==> config.mk <==
export PLATFORM = sky130hd
export DESIGN_NAME = gpio_port_ctrl
export DESIGN_NICKNAME = d
export VERILOG_FILES = /design/src/rtl/gpio_pkg.sv /design/src/rtl/gpio_regs.sv /design/src/rtl/gpio_in_sync.sv /design/src/rtl/gpio_pad_ctrl.sv /design/src/rtl/gpio_port_ctrl.sv
export SDC_FILE = /design/constraint.sdc
export NUM_CORES = 1
export LEC_CHECK = 0
export ABC_AREA = 1
export BUFFER_PORTS_ARGS = -buffer_cell sky130_fd_sc_hd__buf_2
export CORE_MARGIN = 10
export CORE_UTILIZATION = 50
export DETAILED_ROUTE_END_ITERATION = 12
export HOLD_SLACK_MARGIN = 0.1
export PLACE_DENSITY_LB_ADDON = 0.1
export SKIP_LAST_GASP = 1
export SLEW_MARGIN = 20
export SYNTH_ARGS = -nofsm -noshare
export SYNTH_HDL_FRONTEND = slang
export SYNTH_SLANG_ARGS = --single-unit
==> constraint.sdc <==
create_clock -name clk -period 3 [get_ports clk]
set_input_delay 0.6 -clock clk [delete_from_list [all_inputs] [get_ports clk]]
set_output_delay 0.6 -clock clk [all_outputs]
set_load 0.005 [all_outputs]
==> src/rtl/gpio_pkg.sv <==
package gpio_pkg;
    typedef enum logic [2:0] {
        ADR_DIR   = 3'd0,
        ADR_PORT  = 3'd1,
        ADR_LAT   = 3'd2,
        ADR_ODC   = 3'd3,
        ADR_DIGEN = 3'd4
    } reg_addr_e;

    typedef enum logic [1:0] {
        OP_STORE  = 2'd0,
        OP_SET    = 2'd1,
        OP_CLEAR  = 2'd2,
        OP_TOGGLE = 2'd3
    } wr_op_e;
endpackage

==> src/rtl/gpio_regs.sv <==
module gpio_regs
    import gpio_pkg::*;
#(
    parameter int W = 16
) (
    input  logic         clk,
    input  logic         rst_n,
    input  logic [2:0]   bus_addr,
    input  logic         bus_we,
    input  logic [1:0]   bus_op,
    input  logic [W-1:0] bus_wdata,
    input  logic [W-1:0] pin_rd,
    output logic [W-1:0] bus_rdata,
    output logic [W-1:0] dir_q,
    output logic [W-1:0] lat_q,
    output logic [W-1:0] odc_q,
    output logic [W-1:0] digen_q
);
    logic [W-1:0] base_val;
    logic [W-1:0] next_val;

    always_comb begin
        case (reg_addr_e'(bus_addr))
            ADR_DIR:   base_val = dir_q;
            ADR_PORT:  base_val = pin_rd;
            ADR_LAT:   base_val = lat_q;
            ADR_ODC:   base_val = odc_q;
            ADR_DIGEN: base_val = digen_q;
            default:   base_val = '0;
        endcase
    end

    assign bus_rdata = base_val;

    always_comb begin
        unique case (wr_op_e'(bus_op))
            OP_STORE:  next_val = bus_wdata;
            OP_SET:    next_val = base_val | bus_wdata;
            OP_CLEAR:  next_val = base_val & ~bus_wdata;
            OP_TOGGLE: next_val = base_val ^ bus_wdata;
        endcase
    end

    always_ff @(posedge clk or negedge rst_n) begin
        if (!rst_n) begin
            dir_q   <= '1;
            lat_q   <= '0;
            odc_q   <= '0;
            digen_q <= '0;
        end else if (bus_we) begin
            case (reg_addr_e'(bus_addr))
                ADR_DIR:              dir_q   <= next_val;
                ADR_PORT, ADR_LAT:    lat_q   <= next_val;
                ADR_ODC:              odc_q   <= next_val;
                ADR_DIGEN:            digen_q <= next_val;
                default: ;
            endcase
        end
    end

    AST_PORT_STORE: assert property (@(posedge clk) disable iff (!rst_n)
        (bus_we && bus_addr == ADR_PORT && bus_op == OP_STORE) |=> (lat_q == $past(bus_wdata)));
    AST_PORT_SET_FROM_PINS: assert property (@(posedge clk) disable iff (!rst_n)
        (bus_we && bus_addr == ADR_PORT && bus_op == OP_SET) |=> (lat_q == ($past(pin_rd) | $past(bus_wdata))));
    AST_UNMAPPED_NO_WRITE: assert property (@(posedge clk) disable iff (!rst_n)
        (bus_we && bus_addr > 3'd4) |=> ($stable(dir_q) && $stable(lat_q) && $stable(odc_q) && $stable(digen_q)));
endmodule

==> src/rtl/gpio_in_sync.sv <==
module gpio_in_sync #(
    parameter int W      = 16,
    parameter int STAGES = 2
) (
    input  logic         clk,
    input  logic         rst_n,
    input  logic [W-1:0] pad_in,
    input  logic [W-1:0] digen,
    output logic [W-1:0] pin_level
);
    logic [W-1:0] gated;
    logic [W-1:0] stg [STAGES];

    assign gated = pad_in & digen;

    always_ff @(posedge clk or negedge rst_n) begin
        if (!rst_n) stg[0] <= '0;
        else        stg[0] <= gated;
    end

    for (genvar s = 1; s < STAGES; s++) begin : g_stage
        always_ff @(posedge clk or negedge rst_n) begin
            if (!rst_n) stg[s] <= '0;
            else        stg[s] <= stg[s-1];
        end
    end

    assign pin_level = stg[STAGES-1] & digen;

    AST_FIRST_STAGE_SAMPLES: assert property (@(posedge clk) disable iff (!rst_n)
        $past(rst_n) |-> (stg[0] == $past(gated)));
endmodule

==> src/rtl/gpio_pad_ctrl.sv <==
module gpio_pad_ctrl #(
    parameter int W = 16
) (
    input  logic         clk,
    input  logic         rst_n,
    input  logic [W-1:0] dir_q,
    input  logic [W-1:0] lat_q,
    input  logic [W-1:0] odc_q,
    output logic [W-1:0] pad_out,
    output logic [W-1:0] pad_oe
);
    for (genvar i = 0; i < W; i++) begin : g_pin
        always_comb begin
            if (dir_q[i]) begin
                pad_oe[i]  = 1'b0;
                pad_out[i] = 1'b0;
            end else if (odc_q[i]) begin
                pad_oe[i]  = ~lat_q[i];
                pad_out[i] = 1'b0;
            end else begin
                pad_oe[i]  = 1'b1;
                pad_out[i] = lat_q[i];
            end
        end
    end

    AST_INPUT_RELEASED: assert property (@(posedge clk) disable iff (!rst_n)
        ((pad_oe & dir_q) == '0));
    AST_OD_NEVER_HIGH: assert property (@(posedge clk) disable iff (!rst_n)
        ((pad_oe & pad_out & odc_q) == '0));
endmodule

==> src/rtl/gpio_port_ctrl.sv <==
module gpio_port_ctrl
    import gpio_pkg::*;
#(
    parameter int PIN_W       = 16,
    parameter int SYNC_STAGES = 2
) (
    input  logic             clk,
    input  logic             rst_n,
    input  logic [2:0]       bus_addr,
    input  logic             bus_we,
    input  logic [1:0]       bus_op,
    input  logic [PIN_W-1:0] bus_wdata,
    output logic [PIN_W-1:0] bus_rdata,
    input  logic [PIN_W-1:0] pad_in,
    output logic [PIN_W-1:0] pad_out,
    output logic [PIN_W-1:0] pad_oe
);
    logic [PIN_W-1:0] dir_q, lat_q, odc_q, digen_q, pin_rd;

    gpio_regs #(.W(PIN_W)) u_regs (
        .clk(clk), .rst_n(rst_n), .bus_addr(bus_addr), .bus_we(bus_we),
        .bus_op(bus_op), .bus_wdata(bus_wdata), .pin_rd(pin_rd),
        .bus_rdata(bus_rdata), .dir_q(dir_q), .lat_q(lat_q),
        .odc_q(odc_q), .digen_q(digen_q)
    );

    gpio_in_sync #(.W(PIN_W), .STAGES(SYNC_STAGES)) u_sync (
        .clk(clk), .rst_n(rst_n), .pad_in(pad_in), .digen(digen_q),
        .pin_level(pin_rd)
    );

    gpio_pad_ctrl #(.W(PIN_W)) u_pad (
        .clk(clk), .rst_n(rst_n), .dir_q(dir_q), .lat_q(lat_q),
        .odc_q(odc_q), .pad_out(pad_out), .pad_oe(pad_oe)
    );

    AST_ANALOG_READS_ZERO: assert property (@(posedge clk) disable iff (!rst_n)
        (bus_addr == ADR_PORT) |-> ((bus_rdata & ~digen_q) == '0));
    AST_PUSH_PULL_DRIVES: assert property (@(posedge clk) disable iff (!rst_n)
        ((pad_oe | dir_q | odc_q) == '1));
endmodule

# Word-level counts from Yosys, hierarchy flattened
# Cells that the tools add are included.
[classes]
n_eq_ne = 7
n_mux = 66
bitwise_logic = 22
n_reduce_logical = 7
[op_table]
columns = ["operator", "n"]
rows = [
  ["case mux 16 bit (5 select lines)", 1],
  ["two-way mux 1 bit", 64],
  ["case mux 16 bit (4 select lines)", 1],
  ["AND 16 bit", 3],
  ["NOT 1 bit", 16],
  ["NOT 16 bit", 1],
  ["bitwise OR 16 bit", 1],
  ["bitwise XOR 16 bit", 1],
  ["AND reduction 2 bit", 4],
  ["equality test 3 x 2 -> 1 bit, second input constant", 2],
  ["equality test 2 bit, second input constant", 2],
  ["equality test 3 x 1 -> 1 bit, second input constant", 1],
  ["equality test 3 bit, second input constant", 1],
  ["zero test 3 bit", 1],
  ["equality test 2 x 1 -> 1 bit, second input constant", 1],
  ["zero test 2 bit", 1],
  ["OR reduction 2 bit", 1],
]
[totals]
regBits = 96
in_bits = 40
out_inout_bits = 48
elab_cells = 108

# Longest topological paths before layout
[depth]
depth_word = 4
mapped_depth = 13
ltp_nobuf = 11

# By module
# From an unflattened synthesis, not the netlist that was laid out.
[unflattened]
cells_unflattened = 790
area_unflattened_um2 = 5691.7
[by_module_without_submodules]
columns = ["mod", "instances", "cells_per_inst", "area_per_inst_um2"]
rows = [
  ["gpio_regs", 1, 630, 4350.4],
  ["gpio_in_sync", 1, 96, 1041.0],
  ["gpio_pad_ctrl", 1, 64, 300.3],
]

# Least setup slack after synthesis
# OpenSTA, ideal clock, no wires.
[synth_timing]
path_type = "input -> register"
start = "input bus_addr[1]"
end = "register u_regs.digen_q[11]"
arrival_time_ps = 1978
required_ps = 2883
setup_slack_ps = 905
cell_stages = 11
path_buffers = 2
cell_sequence = "buf_4 -> nor2_8 -> nand2_4 -> buf_4 -> nor2_1 -> nor3_1 -> ha_1 -> nand3_1 -> nand4_1 -> nand2_1 -> nand2_1"
[synth_via]
elab_chain_cells = 4
word_cells_on_any_way = 11
[synth_rtl]
columns = ["item", "line", "rtl"]
rows = [
  ["start, declared", "gpio_port_ctrl.sv:9", "input logic [2:0] bus_addr,"],
  ["equality test 3 bit (tied with other cells)", "gpio_regs.sv:23, gpio_regs.sv:51", ""],
  ["case mux 16 bit (5 select lines)", "gpio_regs.sv:23", "case (reg_addr_e'(bus_addr))"],
  ["bitwise XOR 16 bit (tied with other cells)", "gpio_regs.sv:40", "OP_TOGGLE: next_val = base_val ^ bus_wdata;"],
  ["case mux 16 bit (4 select lines)", "gpio_regs.sv:36", "unique case (wr_op_e'(bus_op))"],
  ["end signal, assigned", "gpio_regs.sv:55", "ADR_DIGEN: digen_q <= next_val;"],
  ["end, declared", "gpio_regs.sv:17", "output logic [W-1:0] digen_q"],
]
# Parallel ways exist; a longest one is shown, timed or not.
# A chain may end at the register's enable or synchronous reset.

# Final worst setup path
[layout_timing]
start = "input bus_addr[2]"
end = "output bus_rdata[0]"
[layout_via]
elab_chain_cells = 2
word_cells_on_any_way = 6
[layout_rtl]
columns = ["item", "line", "rtl"]
rows = [
  ["equality test 3 bit (tied with other cells)", "gpio_regs.sv:23", ""],
  ["case mux 16 bit (5 select lines) (*)", "gpio_regs.sv:23", ""],
  ["end, declared", "gpio_port_ctrl.sv:13", "output logic [PIN_W-1:0] bus_rdata,"],
]
# Mark *: on every way between the ends. The rest lies on a longest branch, timed or not.

==> run summary <==
result of the run - completed
die outline width - 127 um
Inserted Clock Buffers - 9
synth-to-layout area growth - 15.7%
Static Leak - 3.74 nW
syn nets - 841
gr ovfl total - 0
Mapped Cells - 769
summed area of non-filler cells in the final layout - 6610 um^2
# H-tree levels - 3
synth warn - 0
number of setup buffers added after CTS - 0
number of slew-limit violations in the final report - 0
fraction of the yosys area taken by sequential cells - 42.4%
gr usage total - 22.4%
routability cong. - 0.889
worst reg-to-reg path cell count - 9
critical path launch point type - input port
number of detailed-route iterations in the first pass - 6
number of synthesized flops with an enable pin - 0
most instantiated library cell after synthesis - sky130_fd_sc_hd__nand2_1
cells resized by post-CTS repair - 0
critical register-to-register path endpoint - u_regs.lat_q[13]$_DFFE_PN0P_
Layout Utilization - 60.0%
worst relative slew slack - 60.0%
DIE HEIGHT - 127 um
peak fanout along the critical path - 19
Max Buffers Root-to-Sink - 2
fraction of layout instances using a drive strength above 1 - 17.9%
highest attainable clock frequency - 0.396 GHz
number of global-route vias before repair - 5473
Reg2Reg Launch Point - u_regs.digen_q[13]$_DFFE_PN0P_
1st-iter DRT viols - 544
DR vias/cell - 5.53
Worst Setup End Kind - output port
number of antenna violations at the first check in global routing - 1
Final Critical Period - 2520 ps
accumulated negative setup slack - 0 ps
wire length of the first global-routing pass - 28.7 mm
root buf cell - sky130_fd_sc_hd__clkbuf_16
post-synthesis async set-or-reset flop share - 100%
number of hold buffers added after cts - 0
filler-free cell count of the finished design - 996
Tightest Hold Check Type - in2async
Top FF cell, synth - sky130_fd_sc_hd__dfrtp_1
ANT nets after route - 0
placeable core region - 11000 um^2
share of the clock period used by the worst path - 84.1%
Clock Skew - 4.03 ps
maximum capacitance violations - 0
Syn Area/Cell - 7.44 um^2
Setup Crit Path Kind - in2out
maximum number of pins on one net before global-route repair - 42
area share of the leading cell type in the synthesized netlist - 35.0%
VDD IR-drop max - 0.000504 V
IO Count - 88
Setup-failing EPs final - 0
clock-pin slew on the worst setup and hold paths - 70 ps
CTS tree - built
Tot Pwr - 3.98 mW
transition time at the pin with the least slew margin - 599 ps
Req. time, crit path - 2400 ps
number of library cell types mapped by synthesis - 27
final hold violation count - 0
cell count after placement - 979
net count of the finished layout - 922
largest area contributor in the netlist - sky130_fd_sc_hd__dfrtp_1
port buffer count - 87
Final Routed Wirelength - 18.3 mm
via count - 5509
area of the die - 16100 um^2
clock latency on the worst-skew pair - 350 ps
effective utilization at floorplan - 51.8%
number of placement rows - 38
power density cells - 602 nW/um^2
cell types occupying the most area after synthesis - sky130_fd_sc_hd__dfrtp_1, sky130_fd_sc_hd__nand2_1, sky130_fd_sc_hd__dfstp_2, sky130_fd_sc_hd__ha_1, sky130_fd_sc_hd__inv_1
synthesis-stage register bit count - 96
Post-synth top cells - sky130_fd_sc_hd__nand2_1, sky130_fd_sc_hd__dfrtp_1, sky130_fd_sc_hd__inv_1
sinks on the clock net - 96
DP HPWL - 12.2 mm
RSZ-0062 raised after global routing - no
average detailed-routed wire length per instance - 18.4 um
area post-placement - 6260 um^2
post-synthesis instance area - 5720 um^2
DRC viols - 0
arrival time worst endpoint - 1920 ps
flop-to-flop setup slack - 1310 ps
## where the power goes
part | internal [mW] | leakage (nW) | switching [mW] | total (mW)
logic | 0.335 | 2.36 | 0.536 | 0.871
clock network | 0.838 | 0.170 | 0.510 | 1.35
registers | 1.55 | 1.22 | 0.207 | 1.76
total | 2.73 | 3.74 | 1.25 | 3.98
## kinds of logic (layout without fill, tap and decap cells)
kind of cell | after synthesis | after routing | share of synthesized area [%]
buffers and inverters | 120 | 206 | 9.32
DFF | 96 | 96 | 42.4
adders and majority gates | 32 | 32 | 7.00
and+or+nand+nor | 496 | 496 | 38.9
AOI/OAI and AO/OA | 25 | 25 | 2.39
other | 0 | 1 | 0
## cell usage in the layout (no fill, tap or decap), drive strengths merged
cell and n:
dfstp 16, bufinv 3, nand2 313, buf 103, clkinv 2, nand3b 16
nand4 46, ha 32, a21oi 17, nor2 53, inv 87, o21ai 8
clkbuf 11, nand3 52, nor3 16, diode 1, dfrtp 80
## through the flow
stage | hold WS, ps | worst slack (ps)
2_1_floorplan | 304 | 905
3_3_place_gp | 332 | 514
3_5_place_dp | 335 | 440
4_1_cts | 226 | 541
5_1_grt | 235 | 414
6_report | 211 | 476
## cell type report
cell class,count,area [um^2]
diodes,1,2.50
clock buffers,11,243
clock inverters,5,104
fillers,1013,4420
inverters,87,334
multi-input cells,553,2760
flip-flops and latches,96,2420
well taps,140,175
repair buffers,103,571
## how the worst max path moves through the flow
stage                 from                              to  slack [ps]  cells past startpoint
2_1_floorplan  bus_addr[1]  u_regs.digen_q[11]$_DFFE_PN0P_         900                     11
3_3_place_gp   bus_addr[2]   u_regs.digen_q[1]$_DFFE_PN0P_         510                     10
3_5_place_dp   bus_addr[2]  u_regs.digen_q[10]$_DFFE_PN0P_         440                     10
4_1_cts        bus_addr[2]                    bus_rdata[3]         540                      8
5_1_grt        bus_addr[2]                   bus_rdata[12]         410                      8
6_report       bus_addr[2]                    bus_rdata[0]         480                      8
## routing by layer
metal / GRT usage (%) / share of wire (%)
met1: 27.9 / 43
met3: 4.96 / 7.3
met4: 8.71 / 2.5
met2: 37.2 / 48
met5: 0 / 0
## worst max-delay path: stages
cell	delay [ps]
sky130_fd_sc_hd__buf_2	220
sky130_fd_sc_hd__inv_4	240
sky130_fd_sc_hd__buf_4	310
sky130_fd_sc_hd__nand4_1	130
sky130_fd_sc_hd__nand2_1	130
sky130_fd_sc_hd__nor2_1	50
sky130_fd_sc_hd__nand2_1	90
sky130_fd_sc_hd__buf_2	120
## state kept, by name (all words and copies together), names as in the netlist
| name | count |
|---|---|
| u_regs.dir_q | 16 |
| u_sync.stg | 32 |
| u_regs.digen_q | 16 |
| u_regs.lat_q | 16 |
| u_regs.odc_q | 16 |
(Power assumes the default switching activity.)
